--- src/rtl/seg_chk_pkg.sv ---
package seg_chk_pkg;
  localparam int VEC_W = 8;
  localparam logic [VEC_W-1:0] VEC_TSS = 8'd10;
  localparam logic [VEC_W-1:0] VEC_NP  = 8'd11;
  localparam logic [VEC_W-1:0] VEC_SS  = 8'd12;
  localparam logic [VEC_W-1:0] VEC_GP  = 8'd13;

  typedef struct packed {
    logic             hit;
    logic [VEC_W-1:0] vec;
  } verdict_t;
endpackage

--- src/rtl/seg_type_check.sv ---
module seg_type_check
  import seg_chk_pkg::*;
#(
  parameter int TGT_W    = 3,
  parameter int NUM_DATA = 4,
  parameter int PL_W     = 2
) (
  input  logic [TGT_W-1:0] target,
  input  logic             sel_null,
  input  logic [PL_W-1:0]  rpl,
  input  logic             present,
  input  logic             sys,
  input  logic             exec,
  input  logic             rw,
  input  logic [PL_W-1:0]  dpl,
  input  logic [PL_W-1:0]  cpl,
  input  logic             from_task,
  output verdict_t         verdict
);
  localparam int DATA_BASE = 3;

  logic [NUM_DATA-1:0] data_sel;
  logic is_code, is_stack, is_ldt, is_data;
  logic [PL_W-1:0] eff_pl;

  for (genvar i = 0; i < NUM_DATA; i++) begin : g_data
    assign data_sel[i] = (target == TGT_W'(DATA_BASE + i));
  end

  assign is_code  = (target == TGT_W'(0));
  assign is_stack = (target == TGT_W'(1));
  assign is_ldt   = (target == TGT_W'(2));
  assign is_data  = |data_sel;
  assign eff_pl   = (rpl > cpl) ? rpl : cpl;

  always_comb begin
    verdict.hit = 1'b0;
    verdict.vec = VEC_GP;
    if (is_code) begin
      if (sel_null || sys || !exec) begin
        verdict.hit = 1'b1;
        verdict.vec = VEC_GP;
      end else if (!present) begin
        verdict.hit = 1'b1;
        verdict.vec = VEC_NP;
      end
    end else if (is_stack) begin
      if (sel_null || sys || exec || !rw || (dpl != cpl) || (rpl != cpl)) begin
        verdict.hit = 1'b1;
        verdict.vec = from_task ? VEC_TSS : VEC_GP;
      end else if (!present) begin
        verdict.hit = 1'b1;
        verdict.vec = VEC_SS;
      end
    end else if (is_ldt) begin
      if (!sel_null) begin
        if (!sys) begin
          verdict.hit = 1'b1;
          verdict.vec = from_task ? VEC_TSS : VEC_GP;
        end else if (!present) begin
          verdict.hit = 1'b1;
          verdict.vec = from_task ? VEC_TSS : VEC_NP;
        end
      end
    end else if (is_data) begin
      if (!sel_null) begin
        if (sys || (exec && !rw) || (!exec && (dpl < eff_pl))) begin
          verdict.hit = 1'b1;
          verdict.vec = VEC_GP;
        end else if (!present) begin
          verdict.hit = 1'b1;
          verdict.vec = VEC_NP;
        end
      end
    end
  end
endmodule

--- config.mk ---
export PLATFORM = sky130hd
export DESIGN_NAME = seg_type_check
export DESIGN_NICKNAME = d
export VERILOG_FILES = /design/src/rtl/seg_chk_pkg.sv /design/src/rtl/seg_type_check.sv
export SDC_FILE = /design/constraint.sdc
export NUM_CORES = 1
export LEC_CHECK = 0
export CORE_AREA = 2 2 39 41
export DETAILED_ROUTE_END_ITERATION = 8
export DIE_AREA = 0 0 41 43
export MAX_ROUTING_LAYER = met4
export PLACE_DENSITY = 0.67
export SLEW_MARGIN = 20
export SYNTH_ARGS = -nofsm -noshare
export SYNTH_HDL_FRONTEND = slang
export SYNTH_SLANG_ARGS = --single-unit
--- constraint.sdc ---
create_clock -name vclk -period 3.1
set_input_delay 0.62 -clock vclk [all_inputs]
set_output_delay 0.62 -clock vclk [all_outputs]
set_load 0.03 [all_outputs]
==> results of run 1 <==
layer usage:
metal,GRT usage,vias up,share of wire
met1,0.142,216,0.38
li1,-,233,-
met3,0,0,0.048
met4,0,0,0
met2,0.250,13,0.57
met5,-,-,0
per-stage QoR:
stage / util / TNS, ps / hold slack (ps) / std cells / setup slack, ps
2_1_floorplan: - / 0 / 1430 / 57 / 136
3_3_place_gp: 0.455 / -1840 / 2040 / 99 / -692
3_5_place_dp: 0.455 / -1940 / 2050 / 99 / -731
4_1_cts: 0.474 / -30.3 / 1850 / 99 / -30.3
5_1_grt: 0.461 / 0 / 1880 / 98 / 6.72
6_report: 0.461 / 0 / 1830 / 98 / 83.8
repair_timing:
| action | 4_1_cts | 5_1_grt |
|---|---|---|
| endpoints found under the setup margin | 4 | 4 |
| hold buffers | 0 | 0 |
| resized for setup | 38 | 7 |
| pin swaps | 4 | 3 |
power breakdown:
group	internal, mW	switching [mW]
combinational	0.0480	0.0471
clock	0	0
sequential	0	0
cell usage after synthesis, drive strengths merged:
library cell,n
a31oi,1
o21a,1
conb,2
nand2,4
a21oi,2
inv,5
a211o,1
o31ai,1
nand3,3
nor3,2
o21ai,3
xor2,2
mux2,1
or4b,1
nor2b,1
o32ai,1
nand2b,2
or4,1
xnor2,1
ha,4
o31a,2
buf,6
nor2,7
final timing paths:
kind | endpoint
worst max-delay path | verdict[2]
worst min-delay path | verdict[0]
cells by family after synthesis:
| kind of cell | count (synthesis) |
|---|---|
| compound gates | 12 |
| xor+xnor | 3 |
| fa+ha+maj | 4 |
| buf+inv | 11 |
| mux | 1 |
| other cells | 2 |
| simple gates | 21 |
critical path, stage by stage:
cell	delay, ps
buf_6	90
or4b_1	510
or4_4	550
nor2b_4	150
a21oi_2	160
o31a_1	170
buf_6	130
area by class of cell:
class | instances | area, um2
Fill cell | 151 | 746
Inverter | 5 | 18.8
Multi-Input combinational cell | 46 | 354
Tap cell | 16 | 20.0
Timing Repair Buffer | 31 | 245
layout by cell type, fill, tap and decap left out, types with 3 or more instances in the layout:
cell	Yosys	layout
clkbuf_2	0	3
nand2_1	4	4
nor2_1	7	7
buf_2	1	4
inv_2	0	3
conb_1	2	5
nand3_1	3	3
buf_4	5	14
clkdlybuf4s50_1	0	6
==> results.toml, run 1 <==
[routing]
antenna_left = 0
routed-via-count = 462
wl_per_cell_um = 9.33
drc = 0
routed_wl_um = 914
vias_per_cell = 4.71
dr.pass1.iters = 2
drt_iter0_drc = 3

[floorplan]
die_x_um = 41
start_util = 0.257
dieArea_mm2 = 0.00176
num_io_pins = 24
die_y_um = 43
core_mm2 = 0.00138
num_rows = 14

[logic_synthesis]
synth-compound-area-share = 0.239
synth_top_family_by_area = "simple AND/OR/NAND/NOR gates"
yosysWarnings = 0
synth_mux_area_frac = 0.0317
avgSynthCellArea_um2 = 6.58
synth-simple-area-share = 0.320
synth_cell_types = 25
synth_xor_area_frac = 0.0739
seq_area_frac_synth = 0
syn-cell-area_um2 = 355
yosysTopAreaCell = "ha_1"
synthTopCellsByArea = "ha_1, buf_4, nor2_1"
synthAdderAreaFrac = 0.141
synthCells = 54
synth_top_area_frac = 0.141

[pwr]
p_leak_nw = 0.319
peakVddDrop_mv = 0.0573
p_per_area_mw_per_mm2 = 149
p_total_mw = 0.0950

[worst_setup_path]
path_max_fanout = 3
critical_path_arrival_ps = 2400
crit_start = "sys"
worstPathRequired_ps = 2480
worstSetupStartpointType = "input pin"
criticalPathCategory = "input pin to output pin"
end_kind = "output pin"

[timing]
setup_violations = 0
fin_crit_sh = 0.973
fin_crit_ps = 3020
rsz0062_at_grt = "false"
drv_slew = 0
fmax_mhz = 332
hold_viol = 0

[hold_path]
hp-class = "input pin to output pin"
worstHoldStart = "sys"
hold-path-cell-count = 5

[grt]
antenna_found_initial = 0
overflow = 0
grt_start_max_net_pins = 9
grtUsageTotal = 0.128
grt_pass1_vias = 455
grt_pass1_wl_mm = 1.68

[placement]
portBuffers = 19
globalplace.congestion = 0.713
placed_cell_area_um2 = 629
place_hpwl_um = 792

[cells_and_area]
antenna_cells = 0
seqCellArea_um2 = 0
clockBufferCount = 0
design_area_um2 = 638
seq_cell_count = 0
drive_above_1_share = 0.439
fin_nets = 103
area_delta_synth_final_pct = 79.6

[job]
cap_violations = 0

[clocking]
post_cts_buffers = 0

[status]
status = "completed"
Note: power is estimated with default switching activity, not from simulation.
==> run 2, diff against run 1 <==
==> constraint.sdc (replaced) <==
create_clock -name vclk -period 3.1
set_input_delay 0.31 -clock vclk [all_inputs]
set_output_delay 0.31 -clock vclk [all_outputs]
set_load 0.03 [all_outputs]
==> results.toml, run 2 (synthesized netlist as in run 1, its figures left out) <==
[worst_setup_path]
critPathMaxStageDelay_ps = 540
worstPathRequired_ps = 2790
critPathBufInv = 3
worstSetupStartpointType = "input pin"
end_kind = "output pin"
crit_family = "buffers and inverters"
crit_slowest_cell = "or4_4"
cp.depth = 9
cp_cell_sequence = "clkdlybuf4s50_1 > inv_1 > ha_1 > nand2b_1 > or4_4 > o21ai_1 > nand3_1 > o21a_1 > dlygate4sd2_1"
critical_path_arrival_ps = 2650
criticalPathCategory = "input pin to output pin"
path_max_fanout = 2

[hold_path]
hold-path-cell-count = 4
hp-class = "input pin to output pin"

[pwr]
switching_share = 0.502
comb_power_share = 1.000
p_per_area_mw_per_mm2 = 142
p_clk_frac = 0
p_leak_nw = 0.272
switchingPower_mw = 0.0413
intPower_mw = 0.0410
peakVddDrop_mv = 0.0472
pwr-share-seq = 0

[floorplan]
core_mm2 = 0.00138
die_x_um = 41
start_util = 0.257
dieArea_mm2 = 0.00176
num_rows = 14
num_io_pins = 24
die_y_um = 43

[placement]
place_hpwl_um = 759
globalplace.congestion = 0.697
placed_cells = 93
placed_cell_area_um2 = 579
portBuffers = 19

[routing]
drc = 0
vias_per_cell = 4.69
dr.pass1.iters = 4
routed-via-count = 436
routed_wl_um = 828
antenna_left = 0
drt_iter0_drc = 1
wl_per_cell_um = 8.90

[grt]
grt_pass1_wl_mm = 1.41
grtUsageTotal = 0.110
overflow = 0
antenna_found_initial = 0
grt_start_max_net_pins = 9
grt_pass1_vias = 407

[timing]
hold_viol = 0
fmax_mhz = 338
finalSetupTns_ps = 0
setup_violations = 0
drv_slew = 0
fin_crit_ps = 2960
hold_ws_ps = 1420
fin_crit_sh = 0.955
rsz0062_at_grt = "false"

[cells_and_area]
layout.cells.non_filler = 93
fin_nets = 98
design_area_um2 = 578
area_delta_synth_final_pct = 62.7
clockBufferCount = 0
layout_common_cells = "clkdlybuf4s50_1, buf_4, nor2_1, inv_1, conb_1"
antenna_cells = 0
seqCellArea_um2 = 0
layout_commonest_cell = "clkdlybuf4s50_1"
drive_above_1_share = 0.169
seq_cell_count = 0

[clocking]
holdBufCountCts = 0

[job]
cap_violations = 0

[status]
status = "completed"
## run 2: cell types whose count changed in the layout (fill, tap and decap cells not counted), sizes merged
cell / previous run / this run
clkdlybuf4s15: 1 / 0
buf: 20 / 10
dlymetal6s2s: 1 / 0
clkbuf: 3 / 0
clkdlybuf4s50: 6 / 15
dlygate4sd2: 0 / 1
## run 2: worst min-delay path: cells and delay by family
kind,cells,cell delay (ps)
buffers and inverters,2,670
AO/OA/AOI/OAI,2,140
## run 2: cell type report
class                      instances  area [um2]
tap                               16        20.0
inverter                           5        18.8
fill                             148         806
timing repair buffer              26         234
multi-input combinational         46         305
## run 2: routing by layer
layer | GRT usage | part of all wire
met1 | 0.120 | 0.37
met5 | - | 0
met2 | 0.216 | 0.56
met3 | 0 | 0.069
met4 | 0 | 0
## run 2: worst paths after layout
kind | from | endpoint | slack [ps]
min | from_task | verdict[1] | 1420
max | rpl[1] | verdict[8] | 140
## run 2: power groups by stage
stage	sequential [mW]	combinational, mW	clock [mW]
floorplan	0	0.0483	0
global placement	0	0.0831	0
detailed placement	0	0.0840	0
CTS	0	0.0832	0
global route	0	0.0902	0
finish	0	0.0823	0
## run 2: timing repair
| item | 4_1_cts | 5_1_grt |
|---|---|---|
| gates resized for setup | 1 | 0 |
| endpoints found under the setup margin | 1 | 0 |
| buffers inserted | 0 | 0 |
## run 2: through the flow
| stage | utilization | worst slack [ps] | total power, mW |
|---|---|---|---|
| floorplan | - | 512 | 0.0483 |
| global placement | 0.419 | -57.2 | 0.0831 |
| detailed placement | 0.419 | -90.9 | 0.0840 |
| CTS | 0.418 | 144 | 0.0832 |
| global route | 0.418 | 41.4 | 0.0902 |
| finish | 0.418 | 139 | 0.0823 |
